$ cat src/rtl/duty_split_pkg.sv
package duty_split_pkg;
  typedef enum logic {
    SEL_MAIN = 1'b0,
    SEL_LOW  = 1'b1
  } reg_sel_e;

  typedef struct packed {
    logic wr_main;
    logic wr_low;
    logic rd_main;
    logic rd_low;
  } access_t;
endpackage

$ cat src/rtl/duty_split_access.sv
module dsa_decode
  import duty_split_pkg::*;
(
  input  logic    sel_low,
  input  logic    wr_en,
  input  logic    rd_en,
  output access_t acc
);
  reg_sel_e sel;
  assign sel = reg_sel_e'(sel_low);

  always_comb begin
    acc.wr_main = wr_en && (sel == SEL_MAIN);
    acc.wr_low  = wr_en && (sel == SEL_LOW);
    acc.rd_main = rd_en && !wr_en && (sel == SEL_MAIN);
    acc.rd_low  = rd_en && !wr_en && (sel == SEL_LOW);
  end
endmodule

module dsa_hold_buf
  import duty_split_pkg::*;
#(
  parameter int EXT_W = 4
) (
  input  logic             clk,
  input  logic             rst,
  input  access_t          acc,
  input  logic [EXT_W-1:0] wr_low_bits,
  input  logic [EXT_W-1:0] live_low,
  output logic [EXT_W-1:0] buf_q
);
  always_ff @(posedge clk) begin
    if (rst)              buf_q <= '0;
    else if (acc.wr_low)  buf_q <= wr_low_bits;
    else if (acc.rd_main) buf_q <= live_low;
  end
endmodule

module dsa_live_regs
  import duty_split_pkg::*;
#(
  parameter int MAIN_W = 8,
  parameter int EXT_W  = 4
) (
  input  logic              clk,
  input  logic              rst,
  input  access_t           acc,
  input  logic [MAIN_W-1:0] wr_main_bits,
  input  logic [EXT_W-1:0]  buf_q,
  output logic [MAIN_W-1:0] main_q,
  output logic [EXT_W-1:0]  low_q
);
  always_ff @(posedge clk) begin
    if (rst) begin
      main_q <= '0;
      low_q  <= '0;
    end else if (acc.wr_main) begin
      main_q <= wr_main_bits;
      low_q  <= buf_q;
    end
  end
endmodule

module dsa_read_port
  import duty_split_pkg::*;
#(
  parameter int DATA_W = 8,
  parameter int EXT_W  = 4
) (
  input  logic              clk,
  input  logic              rst,
  input  access_t           acc,
  input  logic [DATA_W-1:0] main_q,
  input  logic [EXT_W-1:0]  buf_q,
  output logic [DATA_W-1:0] rd_data
);
  localparam int PAD_W = DATA_W - EXT_W;

  always_ff @(posedge clk) begin
    if (rst)              rd_data <= '0;
    else if (acc.rd_main) rd_data <= main_q;
    else if (acc.rd_low)  rd_data <= {{PAD_W{1'b0}}, buf_q};
  end
endmodule

module duty_split_access
  import duty_split_pkg::*;
#(
  parameter int MAIN_W = 8,
  parameter int EXT_W  = 4,
  parameter int DATA_W = MAIN_W,
  parameter int DUTY_W = MAIN_W + EXT_W
) (
  input  logic              clk,
  input  logic              rst,
  input  logic              sel_low,
  input  logic              wr_en,
  input  logic              rd_en,
  input  logic [DATA_W-1:0] wr_data,
  output logic [DATA_W-1:0] rd_data,
  output logic [DUTY_W-1:0] duty
);
  access_t           acc;
  logic [EXT_W-1:0]  buf_q;
  logic [MAIN_W-1:0] main_q;
  logic [EXT_W-1:0]  low_q;

  dsa_decode u_decode (
    .sel_low (sel_low),
    .wr_en   (wr_en),
    .rd_en   (rd_en),
    .acc     (acc)
  );

  dsa_hold_buf #(.EXT_W(EXT_W)) u_hold (
    .clk         (clk),
    .rst         (rst),
    .acc         (acc),
    .wr_low_bits (wr_data[EXT_W-1:0]),
    .live_low    (low_q),
    .buf_q       (buf_q)
  );

  dsa_live_regs #(.MAIN_W(MAIN_W), .EXT_W(EXT_W)) u_live (
    .clk          (clk),
    .rst          (rst),
    .acc          (acc),
    .wr_main_bits (wr_data[MAIN_W-1:0]),
    .buf_q        (buf_q),
    .main_q       (main_q),
    .low_q        (low_q)
  );

  dsa_read_port #(.DATA_W(DATA_W), .EXT_W(EXT_W)) u_rdport (
    .clk     (clk),
    .rst     (rst),
    .acc     (acc),
    .main_q  (main_q),
    .buf_q   (buf_q),
    .rd_data (rd_data)
  );

  assign duty = {main_q, low_q};
endmodule

$ cat config.mk
export PLATFORM = sky130hd
export DESIGN_NAME = duty_split_access
export DESIGN_NICKNAME = d
export VERILOG_FILES = /design/src/rtl/duty_split_pkg.sv /design/src/rtl/duty_split_access.sv
export SDC_FILE = /design/constraint.sdc
export NUM_CORES = 1
export LEC_CHECK = 0
export BUFFER_PORTS_ARGS = -buffer_cell sky130_fd_sc_hd__buf_2
export CORE_UTILIZATION = 24
export CTS_BUF_LIST = sky130_fd_sc_hd__clkbuf_4
export DETAILED_ROUTE_END_ITERATION = 7
export HOLD_SLACK_MARGIN = 0.05
export PLACE_DENSITY = 0.55
export SETUP_SLACK_MARGIN = 0.05
export SYNTH_ARGS = -nofsm -noshare
export SYNTH_HDL_FRONTEND = slang
export SYNTH_SLANG_ARGS = --single-unit
$ cat constraint.sdc
create_clock -name clk -period 1.89 [get_ports clk]
set_clock_uncertainty 0.1 [all_clocks]
set_input_delay 0.2835 -clock clk [delete_from_list [all_inputs] [get_ports clk]]
set_output_delay 0.2835 -clock clk [all_outputs]
set_load 0.02 [all_outputs]
# Yosys cells after proc, flatten, opt, wreduce, memory -nomap -nowiden
# Index checks and enable logic that the tools add are counted.
dict set report classes {
  n_mux 4
  n_eq_ne 0
  n_reduce_logical 8
  n_div 0
  magnitude_cmp 0
  mul 0
  bitwise_logic 1
  shifts 0
  n_addsub 0
}
# operator count
set ops {}
lappend ops {{$mux 8} 2}
lappend ops {{$mux 4} 2}
lappend ops {{$logic_and 1x1->1} 5}
lappend ops {{$reduce_bool 2->1} 2}
lappend ops {{$logic_not 1->1} 1}
lappend ops {{$not 1->1} 1}
dict set report word_totals {
  word_cells 17
  memories 0
  latchBits 0
  output_inout_bits 20
  inputBits 13
  ram_bits 0
  reg_bits 24
  rom_bits 0
}

# Depth between registers and ports, before layout
# Gate-level depths: netlist of run 1.
dict set report depth {
  ltp_word 5
  mapped_depth 5
  depth_no_buf 3
}

# By module
# From an unflattened synthesis of run 1, not the netlist that was laid out.
dict set report unflattened {
  cells_unflattened 96
  area_unflattened_um2 993.5
}
# module seq_area_each_um2 cells_per_inst instances area_per_inst_um2
set modules_own_cells {}
lappend modules_own_cells {dsa_live_regs 240.2 38 1 420.4}
lappend modules_own_cells {dsa_read_port 160.2 36 1 349.1}
lappend modules_own_cells {dsa_hold_buf 80.1 18 1 190.2}
lappend modules_own_cells {dsa_decode 0.0 4 1 33.8}

# Worst setup path after synthesis of run 1
# Ideal clock, no wire load.
dict set report synth_path {
  path_type {input to register}
  from {input sel_low}
  to {register u_live.main_q[1]}
  setup_slack_ns 0.714
  arrival_ns 0.944
  n_path_buf 2
  required_ns 1.658
  setup_time_ns 0.132
  cell_stages 5
  path_cell_list {buf_4 -> or2b_1 -> buf_4 -> nand2_1 -> a21oi_1}
}
dict set report synth_between {
  elab_chain_len 2
}
# element line
set synth_lines {}
lappend synth_lines {{from (decl)} duty_split_access.sv:96} ;# input logic sel_low,
lappend synth_lines {{$not 1->1} duty_split_access.sv:13} ;# acc.wr_main = wr_en && (sel == SEL_MAIN);
lappend synth_lines {{$logic_and 1x1->1} duty_split_access.sv:13}
lappend synth_lines {{to (signal assigned)} duty_split_access.sv:58} ;# main_q <= wr_main_bits;
lappend synth_lines {{to (decl)} duty_split_access.sv:50} ;# output logic [MAIN_W-1:0] main_q,
# Every way passes these cells.
# A chain may end at the register's enable or synchronous reset.

# Worst setup path in the final report of run 1
dict set report layout_path {
  from {register u_live.low_q[3]}
  to {output duty[3]}
}
# element line
set layout_lines {}
lappend layout_lines {{from (decl)} duty_split_access.sv:51} ;# output logic [EXT_W-1:0] low_q
lappend layout_lines {{from (signal assigned)} duty_split_access.sv:59} ;# low_q <= buf_q;
lappend layout_lines {{to (decl)} duty_split_access.sv:101} ;# output logic [DUTY_W-1:0] duty
# No word-level cell between the ends.

==> out/qor.csv, run 1 <==
metric;value;unit
num_vias;828;
diodes;0;
place_inst;181;
cpPeakStageDelay;390;ps
arrival;870;ps
grt_pass1_wl;3470;um
fillers;397;
vdd_drop_max;0.226;mV
power.leakage;0.504;nW
synth_edf_count;0;
rr_worst_depth;2;
worst_setup_path_start_kind;register;
min_period;1250;ps
port_buffers;32;
relSlewSlack;71.8;%
yosysWarnings;0;
clock_latency;300;ps
final_common_cell;buf_2;
holdBufCountCts;0;
layout-drive-gt1-share;33.6;%
core_area;0.00372;mm2
syn_inst;105;
slowest_stage;dfxtp_1;
cts_tree;done;
fin_tns_setup;0;ps
crit_path_end_kind;output pin;
whs;99.6;ps
status;finished, final reports clean;
synth-seq-area-share;50.7;%
die_h;64.8;um
synth_top_cell_area_share;50.7;%
multi_input_area;432;um2
ys_async_sr_fraction;0;%
grt_max_degree;25;
whs_path_depth;3;
synth_top_area_cell;dfxtp_1;
gr-total-overflow;0;
rsz0062_at_grt;no;
cts.sinks;24;
cts_resized;0;
grt_usage;10.4;%
synthFlopType;dfxtp_1;
clock.fmax;0.797;GHz
synthTopCellsByArea;dfxtp_1, nand2_1, a21oi_1;
crit_chain;buf_2;
power.density;761;mW/mm2
critPathMaxFanout;3;
path_class;reg2out;
nets;151;
setup_violations;0;
cts_max_level;1;
syn_avg_cell_area;9.02;um2
min_path_type;in2reg;
path_buf_inv;1;
antenna_found_initial;0;
final_cell_mix;buf_2, nand2_1, dfxtp_1, a21oi_1;
cp.required;1510;ps
numCtsBuffers;3;
clkTransAtPathRegs;120;ps
pin_count;33;
drtPass1Iterations;4;
root_buffer;clkbuf_4;
period_share;66.4;%
path_delay_family;flip-flops;
worst_slew_pin_slew;423;ps
synth_area;947;um2
crit_cells;1;
first_global_vias;796;
die-area;0.00420;mm2
gp_congestion;0.702;
hold_viol;0;
rows;22;
layout_setup_ws;636;ps
drc_errors;0;
drt_iter0_drc;43;
drv_cap;0;
wl;2050;um
syn_to_final_growth;23.9;%
finalPower;0.000893;W
dpl_worst_slack;502;ps
dp_hpwl;1560;um
ctsLongestPathBuffers;2;
ys_types;17;
die_x;64.8;um
start_util;25.5;%
viasPerCell;4.48;
postRouteAntennaNets;0;
ys_ff_latch;24;
fin_cells;185;
wl_per_cell;11.1;um
syn_nets;118;
seq_area;480;um2
cts_setup_buffers;0;
drv_slew;0;
==> synth_stat cells (2+ instances only) <==
cell type and instances:
buf_4 3, a21oi_1 16, o221a_2 4, nor2_1 4, nand3b_1 4, clkbuf_1 2
a211oi_1 4, dfxtp_1 24, o21ba_2 4, mux2i_1 4, nand2_1 30
==> worst paths after layout <==
path	start	endpoint	slack, ps
worst max-delay path	u_live.low_q[3]	duty[3]	640
worst min-delay path	wr_data[5]	u_live.main_q[5]	100
worst max register to register	u_hold.buf_q[3]	u_rdport.rd_data[3]	1020
worst min register to register	u_rdport.rd_data[6]	u_rdport.rd_data[6]	360
==> sequential cells by signal, summed over array words and instances (netlist names) <==
signal	count
u_hold.buf_q	4
u_live.low_q	4
u_live.main_q	8
u_rdport.rd_data	8
==> metal layers <==
layer  GRT usage [%]  routed length (um)
met2            18.6                1010
met4            3.33                   4
met3            2.46                 134
met1            12.1                 895
met5               0                   0
==> stage by stage <==
step,cell area (um2),util [%]
global route,1170,31.6
floorplan,947,-
finish,1170,31.6
CTS,1170,31.6
detailed placement,1150,30.9
global placement,1150,30.9
==> layout make-up <==
cell class | instances | area share, %
multi-input combinational | 75 | 36.8
sequential | 24 | 40.9
timing repair buffer | 34 | 14.9
clock buffer | 3 | 1.92
tap | 48 | 5.12
clock inverter | 1 | 0.320
==> worst min-delay path: stages <==
cell,delay (ps)
buf_2,90
nand2_1,40
a21oi_1,50
==> where the power goes <==
group / switching (W) / internal (W)
logic: 0.0000738 / 0.0000541
registers: 0.0000158 / 0.000529
clock network: 0.000143 / 0.0000769
total: 0.000233 / 0.000660
==> kinds of logic after synthesis <==
kind of cell	after synthesis	share of synthesized area (%)
AND/OR/NAND/NOR	43	20.7
AO/OA/AOI/OAI	28	20.6
flip-flops	24	50.7
buffers and inverters	6	3.70
multiplexers	4	4.23
(Power assumes the default switching activity.)
==> run 2: changes to the inputs <==
- ABC_AREA: not set -> 1
- PLACE_DENSITY: 0.55 -> 0.57
- clock period: 1.89 -> 1 ns (I/O delays scaled with it)
==> run 2 against run 1 <==
Compared with the run above:
- sequential power rose by 94%
- combinational power grew to 4.0 times the previous value
- setup slack got worse by 680 ps
- sequential cell count is the same
- critical path type unchanged
- final cell count is 33% higher
- the run now ends with setup timing left
- clock power increased by 92%
- sequential share of layout area decreased by 11 points
==> out/qor.csv, run 2 <==
metric;value;unit;change
pwr-share-seq;53.2;%;-7.8 points
synth_top_area_cell;dfxtp_1;;
layout_setup_ws;-42.1;ps;-678 ps
final_cell_mix;nor2_1, buf_6, buf_4, dfxtp_2, nand2_1;;
ys_ff_latch;24;;unchanged
port_buffers;32;;unchanged
die_x;66.1;um;+2.0%
drv_cap;0;;unchanged
postRouteAntennaNets;0;;unchanged
power.clock.fraction;21.3;%;-3.3 points
worst_slew_pin_slew;259;ps;-164 ps
drc_errors;0;;unchanged
ctsLongestPathBuffers;2;;unchanged
cts_tree;done;;
grt_usage;14.3;%;+3.9 points
vdd_drop_max;0.937;mV;+310%
cpPeakStageDelay;370;ps;-20 ps
viasPerCell;4.41;;-1.5%
relSlewSlack;82.7;%;+11 points
critPathMaxFanout;2;;-1
synth-seq-area-share;48.7;%;-2.0 points
drtPass1Iterations;4;;unchanged
grt_pass1_wl;4740;um;+37%
die_h;66.1;um;+2.0%
power.switching;0.000564;W;+140%
min_from;wr_data[3];;
rsz0062_at_grt;yes;;
path_class;reg2out;;
hold_viol;0;;unchanged
gr-total-overflow;0;;unchanged
clock_latency;310;ps;about the same
dpl_worst_slack;-67.1;ps;-569 ps
worstReg2RegStart;u_live.low_q[1];;
synthFlopType;dfxtp_1;;
core_area;0.00380;mm2;+2.2%
arrival;790;ps;-80 ps
p_int;0.00142;W;+120%
ys_async_sr_fraction;0;%;unchanged
pin_count;33;;unchanged
p_comb_share;25.5;%;+11 points
yosys-top-cells-count;nor2_1, dfxtp_1, nand2_1;;
cts.sinks;24;;unchanged
postLayoutCellArea;0.00166;mm2;+42%
power.leakage;0.779;nW;+55%
worst_setup_path_start_kind;register;;
nets;212;;+40%
violations;setup timing;;
dp_hpwl;1880;um;+20%
cts_max_level;1;;unchanged
drt_iter0_drc;37;;-14%
ys_types;14;;-3
synth_top_cell_area_share;48.7;%;-2.0 points
clock.fmax;0.960;GHz;
num_vias;1085;;+31%
cp.required;750;ps;-760 ps
path_buf_inv;1;;unchanged
syn_inst;134;;+28%
wl;2800;um;+37%
yosysWarnings;0;;unchanged
gp_congestion;0.814;;+16%
place_area;0.00125;mm2;+9.4%
setup_violations;20;;+20
whs;97.3;ps;-2.33 ps
power.density;1190;mW/mm2;+57%
yosysMostFrequentCell;nor2_1;;
min_path_type;in2reg;;
antenna_found_initial;0;;unchanged
start_util;26.0;%;+0.47 points
finalPower;0.00199;W;+120%
wl_per_cell;11.4;um;+3.0%
rows;22;;unchanged
synth_edf_count;0;;unchanged
final_common_cell;nor2_1;;
slowest_stage;dfxtp_2;;
reg_top3;u_live.main_q: 8 flops, u_rdport.rd_data: 8 flops;;
diodes;0;;unchanged
cp-startpoint;u_live.low_q[0];;
syn_to_final_growth;68.8;%;
grt_max_degree;21;;-16%
p_sw_share;28.4;%;+2.3 points
layout-drive-gt1-share;47.5;%;+14 points
period_share;104;%;
clkTransAtPathRegs;130;ps;about the same
path_delay_family;flip-flops;;
first_global_vias;1038;;+30%
root_buffer;clkbuf_4;;
crit_chain;buf_6;;
drv_slew;0;;unchanged
synth_area;986;um2;+4.1%
fillers;403;;+1.5%
numCtsBuffers;3;;unchanged
status;finished, violations left;;
syn_nets;147;;+25%
crit_path_end_kind;output pin;;
min_period;1040;ps;
die-area;0.00437;mm2;+4.0%
syn_avg_cell_area;7.36;um2;-18%
synthTopCellsByArea;dfxtp_1, nor2_1, o21ai_0;;
run 2: layout make-up:
cell class                 count  area, um2  share of cell area (%)
clock buffer                   3       22.5                    1.35
clock inverter                 1       3.75                   0.226
tap                           48       60.1                    3.61
timing repair buffer          64        568                    34.1
multi-input combinational     96        467                    28.0
inverter                      10       37.5                    2.26
sequential                    24        505                    30.4
run 2: per-layer routing:
| metal | vias to the layer above | routed length (um) | GRT usage, % |
|---|---|---|---|
| met2 | 24 | 1330 | 23.9 |
| met3 | 2 | 129 | 3.79 |
| met4 | 0 | 13 | 2.66 |
| met5 | - | 0 | 0 |
| met1 | 497 | 1330 | 18.4 |
| li1 | 562 | - | - |
run 2: stage by stage:
stage	util, %	setup TNS, ps	cells
global route	43.8	-1350	246
finish	43.8	-574	246
CTS	42.9	-822	245
detailed placement	33.0	-666	219
floorplan	-	0	134
global placement	33.0	-401	219
run 2: final timing paths:
path | to | slack, ps | cells past startpoint
hold / removal | u_hold.buf_q[3] | 100 | 5
setup / recovery | duty[0] | -40 | 1
setup reg to reg | u_hold.buf_q[1] | 50 | 5
hold reg to reg | u_rdport.rd_data[4] | 380 | 2
run 2: repair_timing:
item,in CTS,in global routing
hold endpoints to repair,12,0
setup buffers,13,1
setup endpoints to repair,20,30
gates resized for setup,66,12
hold buffers,9,0
pin swaps,5,13
run 2: logic make-up after synthesis:
group	Yosys count	synth area share (%)
AND/OR/NAND/NOR	64	28.0
buffers and inverters	14	6.98
flip-flops	24	48.7
AO/OA/AOI/OAI	32	16.2
run 2: power by group through the flow:
stage	clock [W]	combinational, W	sequential, W
finish	0.000423	0.000506	0.00106
global route	0.000481	0.000552	0.00106
CTS	0.000448	0.000488	0.00106
detailed placement	0	0.000345	0.00107
global placement	0	0.000341	0.00107
floorplan	0	0.000150	0.00112
run 2: worst min-delay path: stages:
cell,delay (ps)
buf_2,90
nand3_1,60
nand2_1,60
a21oi_1,30
nor2_1,80
==> run 3: changes to the inputs <==
- GPL_TIMING_DRIVEN: not set -> 1
- MAX_ROUTING_LAYER: not set -> met4
==> run 3 against run 2 <==
Compared with the run above:
- the run still ends with setup timing left
- via count barely moved
- maximum frequency up 0.38%
- clock-buffer cell count unchanged
- combinational power about the same
- sequential share of layout area unchanged
- final cell count unchanged
- first-iteration DRC count is 5.4% lower
- setup slack improved by 4.0 ps
- sequential cell count did not move
- critical path depth unchanged
- utilization is the same
- critical endpoint unchanged
==> out/qor.csv, run 3 (synthesized netlist as in run 2, its figures left out) <==
metric;value;unit;change
wl_per_cell;11.4;um;about the same
drtPass1Iterations;4;;unchanged
layout-drive-gt1-share;47.5;%;unchanged
clkTransAtPathRegs;120;ps;about the same
gr-total-overflow;0;;unchanged
layout_setup_ws;-38.2;ps;+3.98 ps
root_buffer;clkbuf_4;;
cts_tree;done;;
clock.fmax;0.963;GHz;+0.38%
diodes;0;;unchanged
drv_slew;0;;unchanged
first_global_vias;1033;;-0.48%
cts_max_level;1;;unchanged
arrival;790;ps;about the same
relSlewSlack;82.7;%;about the same
grt_pass1_wl;4750;um;+0.15%
core_area;0.00380;mm2;unchanged
path_class;reg2out;;
reg_top3;u_live.main_q: 8 flops, u_rdport.rd_data: 8 flops;;
grt_max_degree;21;;unchanged
critPathMaxFanout;2;;unchanged
min_period;1040;ps;-3.98 ps
pwr-share-seq;53.3;%;about the same
p_sw_share;28.2;%;-0.14 points
grt_usage;14.7;%;+0.38 points
syn_to_final_growth;68.8;%;unchanged
dp_hpwl;1880;um;unchanged
postRouteAntennaNets;0;;unchanged
power.switching;0.000560;W;-0.71%
final_common_cell;nor2_1;;
worst_slew_pin_slew;259;ps;-0.149 ps
power.leakage;0.779;nW;unchanged
cts.sinks;24;;unchanged
multi_input_area;467;um2;unchanged
gp_congestion;0.826;;+1.5%
status;finished, violations left;;
wl;2800;um;about the same
power.density;1190;mW/mm2;-0.21%
rows;22;;unchanged
p_int;0.00142;W;about the same
cp.required;750;ps;about the same
die-area;0.00437;mm2;unchanged
start_util;26.0;%;unchanged
die_x;66.1;um;unchanged
numCtsBuffers;3;;unchanged
die_h;66.1;um;unchanged
port_buffers;32;;unchanged
fin_tns_setup;-527;ps;+46.8 ps
setup_violations;20;;unchanged
crit_chain;buf_6;;
viasPerCell;4.41;;about the same
seq_area;505;um2;unchanged
path_buf_inv;1;;unchanged
clock_latency;300;ps;about the same
p_comb_share;25.5;%;about the same
drc_errors;0;;unchanged
ctsLongestPathBuffers;2;;unchanged
num_vias;1086;;+0.092%
power.clock.fraction;21.1;%;-0.2 points
whs;101;ps;+3.35 ps
min_path_type;in2reg;;
antenna_found_initial;0;;unchanged
rsz0062_at_grt;yes;;
final_cell_mix;nor2_1, buf_6, buf_4, dfxtp_2, nand2_1;;
pin_count;33;;unchanged
violations;setup timing;;
slowest_stage;dfxtp_2;;
drv_cap;0;;unchanged
worst_setup_path_start_kind;register;;
cpPeakStageDelay;370;ps;about the same
nets;212;;unchanged
fillers;403;;unchanged
drt_iter0_drc;35;;-5.4%
hold_viol;0;;unchanged
period_share;104;%;-0.40 points
path_delay_family;flip-flops;;
crit_path_end_kind;output pin;;
vdd_drop_max;0.926;mV;-1.2%
run 3: cell counts in the layout (fill, tap and decap cells not counted):
No cell type changed its count.
run 3: routing by layer:
layer	GRT usage [%]	routed length (um)	share of wire, %
met3	3.79	133	4.7
met1	18.4	1340	48
met4	2.66	13	0.46
met5	-	0	0
met2	23.9	1320	47
run 3: layout make-up:
type	count	area share [%]
repair buffers	64	34.1
multi-input cells	96	28.0
clock inverters	1	0.226
flip-flops and latches	24	30.4
well taps	48	3.61
inverters	10	2.26
clock buffers	3	1.35
run 3: power by group through the flow:
stage	clock (W)	combinational [W]	sequential (W)
2_1_floorplan	0	0.000150	0.00112
3_3_place_gp	0	0.000341	0.00107
3_5_place_dp	0	0.000345	0.00107
4_1_cts	0.000448	0.000488	0.00106
5_1_grt	0.000481	0.000552	0.00106
6_report	0.000418	0.000506	0.00106
run 3: path summary, 6_finish.rpt:
| check | endpoint | from | depth (start not counted) | slack, ps |
|---|---|---|---|---|
| min reg2reg | u_rdport.rd_data[4] | u_rdport.rd_data[4] | 2 | 380 |
| min | u_hold.buf_q[3] | wr_data[3] | 5 | 100 |
| max reg2reg | u_hold.buf_q[1] | u_live.low_q[1] | 5 | 50 |
| max | duty[0] | u_live.low_q[0] | 1 | -40 |
run 3: what timing repair did:
action / in CTS / in global routing
hold buffers: 9 / 0
gates resized for setup: 66 / 12
endpoints found under the setup margin: 20 / 30
setup buffers: 13 / 1
endpoints found under the hold margin: 12 / 0
pin swaps: 5 / 13
run 3: metrics by stage:
stage / std cells / power, W / utilization, % / area [um2] / worst slack (ps)
floorplan: 134 / 0.00127 / - / 986 / 145
global placement: 219 / 0.00141 / 33.0 / 1250 / -39.5
detailed placement: 219 / 0.00141 / 33.0 / 1250 / -67.1
CTS: 245 / 0.00199 / 42.9 / 1630 / -55.5
global route: 246 / 0.00210 / 43.8 / 1660 / -77.7
finish: 246 / 0.00198 / 43.8 / 1660 / -38.2
